## src/rtl/pc_unit_pkg.sv

```systemverilog
// Package: shared update codes and default sizes for the program counter.
// Assumes a 4-bit code field; codes not listed here are treated as hold.
package pc_unit_pkg;

    localparam int OP_W = 4;

    localparam logic [OP_W-1:0] OP_STEP    = 4'd0;
    localparam logic [OP_W-1:0] OP_JREL    = 4'd1;
    localparam logic [OP_W-1:0] OP_HOLD    = 4'd2;
    localparam logic [OP_W-1:0] OP_JABS    = 4'd3;
    localparam logic [OP_W-1:0] OP_CALLREL = 4'd4;
    localparam logic [OP_W-1:0] OP_CALLABS = 4'd5;
    localparam logic [OP_W-1:0] OP_RET     = 4'd6;
    localparam logic [OP_W-1:0] OP_BR_SET  = 4'd7;
    localparam logic [OP_W-1:0] OP_BR_CLR  = 4'd8;

    // Stack action requested by the next-address logic.
    typedef struct packed {
        logic push;
        logic pop;
    } stk_req_t;

endpackage

```

## src/rtl/pc_sext.sv

```systemverilog
// Module: widens the signed branch offset to the PC width.
// Assumes two's complement; if the offset is wider than the PC it is truncated.
module pc_sext #(
    parameter int IMM_W = 10,
    parameter int PC_W  = 16
) (
    input  logic [IMM_W-1:0] imm_i,
    output logic [PC_W-1:0]  ext_o
);

    generate
        if (IMM_W < PC_W) begin : g_extend
            localparam int PAD_W = PC_W - IMM_W;
            // Replicate the sign bit into the upper bits.
            always_comb ext_o = {{PAD_W{imm_i[IMM_W-1]}}, imm_i};
        end else begin : g_trunc
            // Offset is at least as wide as the PC: keep the low bits.
            always_comb ext_o = imm_i[PC_W-1:0];
        end
    endgenerate

endmodule

```

## src/rtl/pc_ret_stack.sv

```systemverilog
// Module: return-address LIFO with DEPTH slots, slot 0 being the top.
// Assumes push and pop are never requested together. A full push drops the
// deepest entry; an empty pop yields slot 0, which then mirrors the bottom slot.
module pc_ret_stack #(
    parameter int PC_W  = 16,
    parameter int DEPTH = 2
) (
    input  logic            clk,
    input  logic            rst_n,
    input  logic            push_i,
    input  logic            pop_i,
    input  logic [PC_W-1:0] data_i,
    output logic [PC_W-1:0] top_o
);

    localparam int CNT_W = $clog2(DEPTH + 1);
    localparam logic [CNT_W-1:0] FULL_CNT = CNT_W'(DEPTH);

    logic [PC_W-1:0]  slot_q [DEPTH];
    logic [CNT_W-1:0] cnt_q;
    logic             full;
    logic             empty;

    always_comb full  = (cnt_q == FULL_CNT);
    always_comb empty = (cnt_q == '0);
    always_comb top_o = slot_q[0];

    // Shift slots down on push, up on pop; the bottom slot keeps its value on pop.
    always_ff @(posedge clk) begin
        if (!rst_n) begin
            for (int i = 0; i < DEPTH; i++) slot_q[i] <= '0;
        end else if (push_i) begin
            slot_q[0] <= data_i;
            for (int i = 1; i < DEPTH; i++) slot_q[i] <= slot_q[i-1];
        end else if (pop_i) begin
            for (int i = 0; i < DEPTH - 1; i++) slot_q[i] <= slot_q[i+1];
        end
    end

    // Track occupancy, saturating at both ends.
    always_ff @(posedge clk) begin
        if (!rst_n) begin
            cnt_q <= '0;
        end else if (push_i && !full) begin
            cnt_q <= cnt_q + 1'b1;
        end else if (pop_i && !empty) begin
            cnt_q <= cnt_q - 1'b1;
        end
    end

    AST_CNT_BOUND: assert property (@(posedge clk) disable iff (!rst_n)
        cnt_q <= FULL_CNT);
    AST_FULL_PUSH: assert property (@(posedge clk) disable iff (!rst_n)
        (full && push_i) |=> (full && slot_q[0] == $past(data_i)));
    AST_EMPTY_POP: assert property (@(posedge clk) disable iff (!rst_n)
        (empty && pop_i) |=> (empty && $stable(top_o)));
    AST_NO_BOTH: assert property (@(posedge clk) disable iff (!rst_n)
        !(push_i && pop_i));

endmodule

```

## src/rtl/pc_next_sel.sv

```systemverilog
// Module: combinational next-address selection and stack requests.
// Assumes the offset is already sign-extended and the stack top is valid
// whenever a return is issued (otherwise the bottom-slot value is used).
module pc_next_sel
    import pc_unit_pkg::*;
#(
    parameter int PC_W = 16
) (
    input  logic [OP_W-1:0] op_i,
    input  logic [PC_W-1:0] pc_i,
    input  logic [PC_W-1:0] offs_i,
    input  logic [PC_W-1:0] rf_i,
    input  logic            flag_i,
    input  logic [PC_W-1:0] top_i,
    output logic [PC_W-1:0] next_o,
    output logic [PC_W-1:0] ret_addr_o,
    output stk_req_t        req_o
);

    logic [PC_W-1:0] seq_pc;
    logic [PC_W-1:0] rel_pc;

    // Both arithmetic paths wrap at the PC width.
    always_comb seq_pc = pc_i + PC_W'(1);
    always_comb rel_pc = pc_i + offs_i;
    always_comb ret_addr_o = seq_pc;

    // Select the next address and the stack action from the update code.
    always_comb begin
        next_o = pc_i;
        req_o  = '0;
        case (op_i)
            OP_STEP:    next_o = seq_pc;
            OP_JREL:    next_o = rel_pc;
            OP_HOLD:    next_o = pc_i;
            OP_JABS:    next_o = rf_i;
            OP_CALLREL: begin
                next_o     = rel_pc;
                req_o.push = 1'b1;
            end
            OP_CALLABS: begin
                next_o     = rf_i;
                req_o.push = 1'b1;
            end
            OP_RET: begin
                next_o    = top_i;
                req_o.pop = 1'b1;
            end
            OP_BR_SET:  next_o = flag_i ? rel_pc : seq_pc;
            OP_BR_CLR:  next_o = flag_i ? seq_pc : rel_pc;
            default:    next_o = pc_i;
        endcase
    end

endmodule

```

## src/rtl/pc_unit.sv

```systemverilog
// Module: top of the program counter; registers the address and owns the
// return stack. Assumes one update code per cycle from the decoder.
module pc_unit
    import pc_unit_pkg::*;
#(
    parameter int PC_W  = 16,
    parameter int IMM_W = 10,
    parameter int DEPTH = 2
) (
    input  logic             clk,
    input  logic             rst_n,
    input  logic [3:0]       op_i,
    input  logic [IMM_W-1:0] imm_i,
    input  logic [PC_W-1:0]  rf_i,
    input  logic             flag_i,
    output logic [PC_W-1:0]  pc_o
);

    logic [PC_W-1:0] pc_q;
    logic [PC_W-1:0] pc_d;
    logic [PC_W-1:0] offs;
    logic [PC_W-1:0] ret_addr;
    logic [PC_W-1:0] stk_top;
    stk_req_t        req;

    pc_sext #(.IMM_W(IMM_W), .PC_W(PC_W)) u_sext (
        .imm_i (imm_i),
        .ext_o (offs)
    );

    pc_next_sel #(.PC_W(PC_W)) u_next (
        .op_i       (op_i),
        .pc_i       (pc_q),
        .offs_i     (offs),
        .rf_i       (rf_i),
        .flag_i     (flag_i),
        .top_i      (stk_top),
        .next_o     (pc_d),
        .ret_addr_o (ret_addr),
        .req_o      (req)
    );

    pc_ret_stack #(.PC_W(PC_W), .DEPTH(DEPTH)) u_stack (
        .clk    (clk),
        .rst_n  (rst_n),
        .push_i (req.push),
        .pop_i  (req.pop),
        .data_i (ret_addr),
        .top_o  (stk_top)
    );

    // Program address register, cleared by reset.
    always_ff @(posedge clk) begin
        if (!rst_n) pc_q <= '0;
        else        pc_q <= pc_d;
    end

    always_comb pc_o = pc_q;

    AST_RESET_ZERO: assert property (@(posedge clk)
        !rst_n |=> pc_o == '0);
    AST_STEP_INC: assert property (@(posedge clk) disable iff (!rst_n)
        (op_i == OP_STEP) |=> pc_o == $past(pc_o) + PC_W'(1));
    AST_HOLD_SAME: assert property (@(posedge clk) disable iff (!rst_n)
        (op_i == OP_HOLD || op_i > OP_BR_CLR) |=> $stable(pc_o));
    AST_ABS_LOAD: assert property (@(posedge clk) disable iff (!rst_n)
        (op_i == OP_JABS) |=> pc_o == $past(rf_i));
    AST_CALL_SAVE: assert property (@(posedge clk) disable iff (!rst_n)
        (op_i == OP_CALLREL || op_i == OP_CALLABS)
        |=> stk_top == $past(pc_o) + PC_W'(1));
    AST_RET_LOAD: assert property (@(posedge clk) disable iff (!rst_n)
        (op_i == OP_RET) |=> pc_o == $past(stk_top));

endmodule

```

## config.mk

```make
export PLATFORM = sky130hd
export DESIGN_NAME = pc_unit
export DESIGN_NICKNAME = d
export VERILOG_FILES = /design/src/rtl/pc_unit_pkg.sv /design/src/rtl/pc_sext.sv /design/src/rtl/pc_ret_stack.sv /design/src/rtl/pc_next_sel.sv /design/src/rtl/pc_unit.sv
export SDC_FILE = /design/constraint.sdc
export NUM_CORES = 1
export LEC_CHECK = 0
export ABC_CLOCK_PERIOD_IN_PS = 7100
export BUFFER_PORTS_ARGS = -buffer_cell sky130_fd_sc_hd__buf_4
export CORE_AREA = 4 4 135 98
export DETAILED_ROUTE_END_ITERATION = 10
export DIE_AREA = 0 0 139 102
export PLACE_DENSITY_LB_ADDON = 0.25
export SYNTH_ARGS = -nofsm -noshare
export SYNTH_HDL_FRONTEND = slang
export SYNTH_HIERARCHICAL = 1
export SYNTH_SLANG_ARGS = --single-unit
```

## constraint.sdc

```tcl
create_clock -name clk -period 7.1 [get_ports clk]
set_input_delay 0.71 -clock clk [delete_from_list [all_inputs] [get_ports clk]]
set_output_delay 0.71 -clock clk [all_outputs]
set_load 0.1 [all_outputs]
```

==> results of run 1 <==
## worst paths after layout
path / start / endpoint / slack, ps / cells after the start
min reg2reg: u_stack/slot_q[1][15] / u_stack/slot_q[0][15] / 600 / 1
max: op_i[2] / u_stack/slot_q[0][4] / 3430 / 5
max reg2reg: pc_o[0] / pc_o[8] / 4500 / 11
min: u_stack/slot_q[1][15] / u_stack/slot_q[0][15] / 600 / 1
## cells in the mapped netlist (2+ instances only)
master     number
a21oi_1        44
nand2_1        44
inv_1          34
edfxtp_1       32
o21ai_0        24
nand3_1        23
nor2_1         20
nor2b_1        20
buf_4          19
and3_1         18
dfxtp_1        16
ha_1           16
buf_2          15
xnor2_1        15
o21ai_1        14
and2_2         12
nor3_1         11
o22ai_1        11
a21o_1         10
clkbuf_1       10
xor2_1          8
nand4_1         7
and2_1          6
a221oi_1        5
a31oi_1         5
o211ai_1        4
nand2b_1        3
o21a_1          3
a21boi_0        2
a21boi_1        2
a32o_1          2
and4_1          2
buf_1           2
o2111a_1        2
o2111ai_1       2
o22a_1          2
or2_2           2
## registers in the layout, summed over array words and instances, names as in the netlist
register        count
u_stack/slot_q     32
pc_o               16
## worst reg2reg max path: stages (launching register included)
cell       delay [ps]
dfxtp_1           450
ha_1              220
inv_1              60
fa_1              400
nor2b_1           120
o21ai_1            90
a21boi_2          310
o211ai_1          190
a31oi_1           250
a21boi_1          110
a2bb2oi_1         130
and2_2            180
## per-stage QoR
step	util (%)	instances	area, um2	total power [mW]	setup slack, ps
after floorplan	-	501	4080	0.579	4080
after global placement	36.1	663	4360	0.641	3320
after detailed placement	36.1	663	4360	0.644	3180
after CTS	37.7	670	4550	0.950	3490
after global routing	37.7	670	4550	0.993	3070
final	37.7	670	4550	0.943	3430
## power groups by stage
| stage | Clock [mW] | Combinational [mW] | Sequential (mW) |
|---|---|---|---|
| finish | 0.304 | 0.296 | 0.343 |
| global route | 0.322 | 0.325 | 0.347 |
| CTS | 0.311 | 0.296 | 0.343 |
| detailed placement | 0 | 0.295 | 0.349 |
| global placement | 0 | 0.292 | 0.349 |
| floorplan | 0 | 0.172 | 0.406 |
## routing by layer
metal	wire length, um	global-route usage, %	share of wire, %	up-vias
li1	-	-	-	1798
met4	109	3.08	1.0	0
met3	569	3.18	5.3	15
met1	5490	22.7	51	1668
met2	4530	23.0	42	96
met5	0	0	0	-
## final cells by class
type                            instances  area share, %
Multi-Input combinational cell        370           52.5
Sequential cell                        48           28.2
Timing Repair Buffer                   48           7.92
Tap cell                              162           4.46
Inverter                               35           2.89
Clock buffer                            5           2.75
Clock inverter                          2           1.32
## cell families (layout without fill, tap and decap cells)
group           after synthesis  in the layout  share of synthesized area, %
mux                           1              1                         0.337
compound gates              149            149                          23.3
flops                        48             48                          31.4
buf+inv                      83             90                          10.1
simple gates                180            180                          24.5
xor+xnor                     23             23                          4.94
fa+ha+maj                    17             17                          5.40
## placed cells by master, fill, tap and decap left out, drive strengths merged, types with 10 or more instances in the layout
| master | netlist | layout |
|---|---|---|
| buf | 37 | 48 |
| dfxtp | 16 | 16 |
| a21o | 10 | 10 |
| xnor2 | 15 | 15 |
| and3 | 18 | 18 |
| nor2 | 20 | 20 |
| o21ai | 39 | 39 |
| nand3 | 23 | 23 |
| ha | 16 | 16 |
| o22ai | 11 | 11 |
| and2 | 18 | 18 |
| inv | 35 | 35 |
| a21oi | 45 | 45 |
| nor3 | 13 | 13 |
| edfxtp | 32 | 32 |
| nand2 | 44 | 44 |
| nor2b | 21 | 21 |
==> flow_summary.yaml, run 1 <==
timing:
  fmax_mhz: 273
  worstMarginPinSlew_ps: 1100
  rsz0062_at_grt: "false"
  relSlewSlack_pct: 26.7
  post-route-min-period_ps: 3670
  hold_violations: 0
  tns_ps: 0
  post-route-period-util_pct: 51.6
  holdWs_ps: 595
  fin_worst_skew_ps: 9.14
  final-setup-viol-count: 0
  finalMaxSlewViolations: 0
clock_tree:
  clk_latency_ps: 290
  postCtsSetupBuffers: 0
  post_cts_resized: 0
  postCtsHoldBufs: 0
  h-tree-depth: 2
  path_clk_slew_ps: 60
  clk_root_buffer_cell: "clkbuf_16"
  cts_tree: "done"
  cts_buffer_depth: 2
  clock_sinks: 48
  cts_buffers: 5
floorplan:
  ios: 49
  start_util_pct: 33.8
  rows: 34
  core_area_um2: 12100
  dieWidth_um: 139
  dieArea_um2: 14200
  die_y_um: 102
critical_path:
  crit_slowest_cell: "and2_1"
  crit_type: "in2reg"
  crit_fanout: 38
  worstSetupEndpointType: "flop"
  worstPathArrival_ps: 3580
  cpPeakStageDelay_ps: 950
  critical_path.top_delay_family: "simple AND/OR/NAND/NOR gates"
  crit_buf_inv: 1
  crit_chain: "buf_4 -> nor2b_1 -> and2_1 -> nor2b_4 -> nand2b_1"
  cp-start-kind: "input port"
  critical_path_required_ps: 7020
power:
  combinationalPowerShare_pct: 31.4
  p_seq_share_pct: 36.4
  switching_share_pct: 34.0
  clock_power_share_pct: 32.3
  irDropWorstVdd_uv: 95.8
  internal_power_mw: 0.623
  p_leak_nw: 1.96
  p_sw_mw: 0.320
  powerDensity_nw_per_um2: 207
cells_and_area:
  area_delta_synth_final_pct: 11.5
  nNetsFinal: 558
  diodes: 0
  fillers: 1314
  seq_area_um2: 1280
  multi_input_area_um2: 2390
  drive_gt1_share_pct: 16.5
detailed_routing:
  routed_wl_um: 10700
  vias: 3577
  drtIter0Drc: 243
  wl_per_cell_um: 16.0
  final_antenna_net_count: 0
  viasPerCell: 5.34
  drc: 0
  firstDrtPassIters: 4
synthesis:
  synth_area_leaders: "edfxtp_1 (24%), dfxtp_1 (7.9%), a21oi_1 (5.4%)"
  netlist.top_cell.by_area: "edfxtp_1"
  synth-seq-cells: 48
  synth_warnings: 6
  synth_ff_type: "edfxtp_1"
  syn-cell-area_um2: 4080
  synth-edff-count: 32
  synthCells: 501
  synthArstFlopShare_pct: 0
  syn_area_per_cell_um2: 8.14
  synth_fp_nets: 551
  ys_seq_area_share_pct: 31.4
  synth.distinct_cells: 71
  yosysTopAreaCellShare_pct: 23.6
grt:
  grt_usage_pct: 15.2
  grt_pass1_vias: 3466
  grt_overflow_total: 0
  grt_antenna_before_repair: 0
  grt_pass1_wl_um: 17700
  grt_max_degree: 63
placed_design:
  port_buffers: 48
  dpl.hpwl_um: 8160
  gp_congestion: 0.856
status:
  status: "finished clean"
min_path:
  hold_path_class: "reg2reg"
job:
  max-cap-violations: 0
Power figures use the tool's default switching activity.
==> run 2, diff against run 1 <==
Settings changed: ABC_CLOCK_PERIOD_IN_PS 7100 to 3000.
Clock period 7.1 ns to 3 ns, I/O delays scaled along.
==> run 2 against run 1 <==
Net effect:
- die area stayed put
- count of clock-buffer cells in the layout stayed put
- combinational power is 150% higher
- critical path type is now reg2reg
- core utilization is 0.55 points higher
- sequential power is 130% higher
- total power is 130% higher
- via count is 2.4% higher
- worst hold slack worse by 52 ps
- worst setup slack worse by 2900 ps
- global-route usage is 0.93 points higher
- non-clock buffer count is 11 higher
- largest cell class unchanged
==> flow_summary.yaml, run 2 (same netlist as run 1, synthesis figures left out) <==
critical_path:
  r2r_start: "pc_o[0]"
  cp-start-kind: "flop"
  crit_fanout: 7
  crit_chain: "ha_1 -> inv_1 -> fa_1 -> nor2b_1 -> o21ai_1 -> a21boi_2 -> o311ai_1 -> a21oi_1 -> nor3_1 -> o32ai_1 -> and2_2"
  worstSetupEndpointType: "flop"
  r2r_slack_ps: 490
  worstPathArrival_ps: 2750
  endpoint: "pc_o[14]"
  rr_endpoint: "pc_o[14]"
  cp-startpoint: "pc_o[0]"
  worstRegToRegCells: 11
  cpPeakStageDelay_ps: 400
  crit_type: "reg2reg"
  crit_slowest_cell: "fa_1"
  critical_path_required_ps: 3240
placed_design:
  dpl.hpwl_um: 8440
  port_buffers: 48
  gp_congestion: 0.813
clock_tree:
  cts_tree: "done"
  postCtsHoldBufs: 0
  post_cts_resized: 0
  cts_buffer_depth: 2
  h-tree-depth: 2
  path_clk_slew_ps: 70
  clk_root_buffer_cell: "clkbuf_16"
  cts_buffers: 5
  postCtsSetupBuffers: 0
  clk_latency_ps: 300
  clock_sinks: 48
grt:
  grt_overflow_total: 0
  grt_pass1_vias: 3558
  use_met2_pct: 24.1
  grt_max_degree: 63
  grt_pass1_wl_um: 18600
  top_usage_layer: "met1"
  grt_usage_pct: 16.2
  met1_usage_pct: 24.3
  grt_util_met3_pct: 3.23
  grt_antenna_before_repair: 0
detailed_routing:
  vias: 3662
  routed_wl_um: 11300
  firstDrtPassIters: 4
  drtIter0Drc: 323
  final_antenna_net_count: 0
  drc: 0
  viasPerCell: 5.37
  wl_per_cell_um: 16.6
floorplan:
  core_area_um2: 12100
  die_y_um: 102
  start_util_pct: 33.8
  ios: 49
  rows: 34
  dieArea_um2: 14200
  dieWidth_um: 139
timing:
  finalMaxSlewViolations: 0
  fmax_mhz: 398
  rsz0062_at_grt: "false"
  tns_ps: 0
  fin_worst_skew_ps: 5.98
  holdWs_ps: 543
  worstMarginPinSlew_ps: 630
  final-setup-viol-count: 0
  relSlewSlack_pct: 57.7
  hold_violations: 0
  post-route-min-period_ps: 2510
  post-route-period-util_pct: 83.8
cells_and_area:
  post-route-util_pct: 38.2
  drive_gt1_share_pct: 18.5
  largest-register: "u_stack/slot_q"
  nNetsFinal: 569
  final_cell_mix: "buf_4 (59), nand2_1 (44), a21oi_1 (44)"
  largest_reg_flops: 32
  diodes: 0
  area_delta_synth_final_pct: 13.1
  final_common_cell: "buf_4"
power:
  p_leak_nw: 2.01
  powerDensity_nw_per_um2: 475
  irDropWorstVdd_uv: 267
  power_mw: 2.19
status:
  status: "finished clean"
min_path:
  hold_path_class: "in2reg"
job:
  max-cap-violations: 0
run 2: metrics by stage:
step	setup slack [ps]	instance area, um2	instances
floorplan	73.2	4080	501
global placement	566	4450	674
detailed placement	522	4450	674
CTS	506	4620	682
global route	252	4620	682
finish	487	4620	682
run 2: final cells by class:
cell class	instances	area, um2
clock buffer	5	125
clock inverter	3	42.5
fill	1294	7470
inverter	35	131
multi-input combinational	370	2390
sequential	48	1280
tap	162	203
timing repair buffer	59	443
run 2: worst min path at each step:
stage | start | cells after the start | to
after floorplan | rst_n | 1 | pc_o[0]
after global placement | u_stack/slot_q[1][5] | 2 | u_stack/slot_q[0][5]
after detailed placement | u_stack/slot_q[1][5] | 2 | u_stack/slot_q[0][5]
after CTS | rf_i[14] | 6 | pc_o[14]
after global routing | rst_n | 2 | pc_o[11]
final | rf_i[14] | 6 | pc_o[14]
run 2: worst max-delay path: cells and delay by family, from the launching register on:
kind	cells	cell delay [ps]
AO/OA/AOI/OAI	5	1020
adder cells (fa/ha/maj)	2	590
buffers and inverters	1	60
flip-flops	1	390
AND/OR/NAND/NOR	3	380
run 2: metal layers:
metal  wire [um]  share of wire (%)
met2        4810                 43
met5           0                  0
met3         565                5.0
met4         123                1.1
met1        5800                 51
run 2: where the power goes:
group / internal, mW / total [mW] / switching, mW / leakage, nW
clock network: 0.393 / 0.656 / 0.263 / 0.0814
logic: 0.260 / 0.738 / 0.478 / 1.45
registers: 0.753 / 0.798 / 0.0450 / 0.470
==> run 3, diff against run 2 <==
Settings changed: ABC_CLOCK_PERIOD_IN_PS 3000 to 2300.
Clock period 3 ns to 2.3 ns, I/O delays scaled along.
==> run 3 against run 2 <==
Net effect:
- sequential cell count stayed put
- first-iteration DRC count is 44% lower
- wire length is 2.4% higher
- critical path type unchanged
- largest cell class unchanged
==> flow_summary.yaml, run 3 (same netlist as run 1, synthesis figures left out) <==
grt:
  grt_max_degree: 42
  grt_pass1_vias: 3686
  grt_usage_pct: 16.6
  grt_pass1_wl_um: 19000
  grt_overflow_total: 0
  grt_antenna_before_repair: 0
clock_tree:
  clock_sinks: 48
  cts_tree: "done"
  cts_buffer_depth: 2
  clk_latency_ps: 300
  postCtsHoldBufs: 0
  path_clk_slew_ps: 70
  cts_buffers: 5
  h-tree-depth: 2
  clk_root_buffer_cell: "clkbuf_16"
power:
  p_sw_mw: 1.07
  switching_share_pct: 35.9
  irDropWorstVdd_uv: 291
  internal_power_mw: 1.91
  p_leak_nw: 2.17
  combinationalPowerShare_pct: 35.5
  p_seq_share_pct: 34.8
  clock_power_share_pct: 29.7
  powerDensity_nw_per_um2: 601
floorplan:
  ios: 49
  start_util_pct: 33.8
  rows: 34
  dieWidth_um: 139
  die_y_um: 102
  core_area_um2: 12100
  dieArea_um2: 14200
timing:
  rsz0062_at_grt: "true"
  fin_worst_skew_ps: 8.06
  final-setup-viol-count: 0
  post-route-period-util_pct: 97.8
  worstMarginPinSlew_ps: 373
  fmax_mhz: 445
  post-route-min-period_ps: 2250
  tns_ps: 0
  finalMaxSlewViolations: 0
  hold_violations: 0
  relSlewSlack_pct: 75.1
critical_path:
  worstSetupEndpointType: "flop"
  critical_path_required_ps: 2540
  worstPathArrival_ps: 2490
  crit_fanout: 4
  cp-start-kind: "flop"
  crit_type: "reg2reg"
placed_design:
  dpl.hpwl_um: 8890
  port_buffers: 48
  dpl.cell_count: 692
  gp_congestion: 0.840
cells_and_area:
  diodes: 0
  nNetsFinal: 593
  largest-register: "u_stack/slot_q"
  largest_reg_flops: 32
  multi_input_area_um2: 2470
  final_cells: 706
  drive_gt1_share_pct: 27.6
  area_delta_synth_final_pct: 21.7
  final_cell_mix: "buf_4 (80), nand2_1 (44), a21oi_1 (42)"
  seq_area_um2: 1330
  fillers: 1258
  final_common_cell: "buf_4"
detailed_routing:
  drc: 0
  drtIter0Drc: 180
  firstDrtPassIters: 4
  vias: 3767
  final_antenna_net_count: 0
  wl_per_cell_um: 16.4
  viasPerCell: 5.34
  routed_wl_um: 11600
status:
  status: "finished clean"
min_path:
  hold_path_class: "in2reg"
job:
  max-cap-violations: 0
==> run 3: metal layers <==
layer	share of wire [%]	GRT usage [%]	up-vias
li1	-	-	1863
met1	50	23.8	1797
met2	44	25.7	91
met3	4.8	3.84	16
met4	1.6	3.68	0
met5	0	0	-
==> run 3: worst paths after layout <==
check / slack (ps) / to / depth (start not counted) / from
max: 50 / pc_o[15] / 9 / pc_o[3]
min: 410 / u_stack/slot_q[0][3] / 3 / rst_n
max reg2reg: 50 / pc_o[15] / 9 / pc_o[3]
min reg2reg: 590 / u_stack/slot_q[0][15] / 1 / u_stack/slot_q[1][15]
==> run 3: worst max-delay path, cell delays in order (launching register included) <==
cell and delay, ps:
dfxtp_4 340, ha_1 350, a21o_1 200, a21oi_1 220, a21oi_2 140, o21a_1 220
a211oi_2 270, nor3_1 80, a211oi_1 200, and2_2 160
==> run 3: cell type report <==
| cell class | instances | area share [%] |
|---|---|---|
| Sequential cell | 48 | 26.8 |
| Multi-Input combinational cell | 370 | 49.8 |
| Tap cell | 162 | 4.08 |
| Timing Repair Buffer | 83 | 13.1 |
| Clock buffer | 5 | 2.52 |
| Inverter | 35 | 2.65 |
| Clock inverter | 3 | 1.01 |
==> run 3: through the flow <==
| step | hold slack [ps] | cell area (um2) | setup slack (ps) | power, mW | util, % |
|---|---|---|---|---|---|
| floorplan | 366 | 4140 | -68.0 | 1.79 | - |
| global placement | 558 | 4670 | 1.83 | 2.07 | 38.7 |
| detailed placement | 566 | 4670 | -41.5 | 2.08 | 38.7 |
| CTS | 403 | 4880 | -0.709 | 2.99 | 40.4 |
| global route | 425 | 4970 | -105 | 3.16 | 41.1 |
| finish | 413 | 4970 | 51.2 | 2.99 | 41.1 |
==> run 3: power groups by stage <==
| stage | logic, mW | clock network, mW | registers (mW) |
|---|---|---|---|
| floorplan | 0.533 | 0 | 1.26 |
| finish | 1.06 | 0.887 | 1.04 |
| global placement | 1.01 | 0 | 1.06 |
| global route | 1.15 | 0.955 | 1.05 |
| CTS | 1.04 | 0.913 | 1.04 |
| detailed placement | 1.02 | 0 | 1.06 |
==> run 3: repair_timing <==
action,CTS,global route
endpoints found under the setup margin,3,9
gates resized for setup,4,13
buffers inserted,4,2
pin swaps,2,6
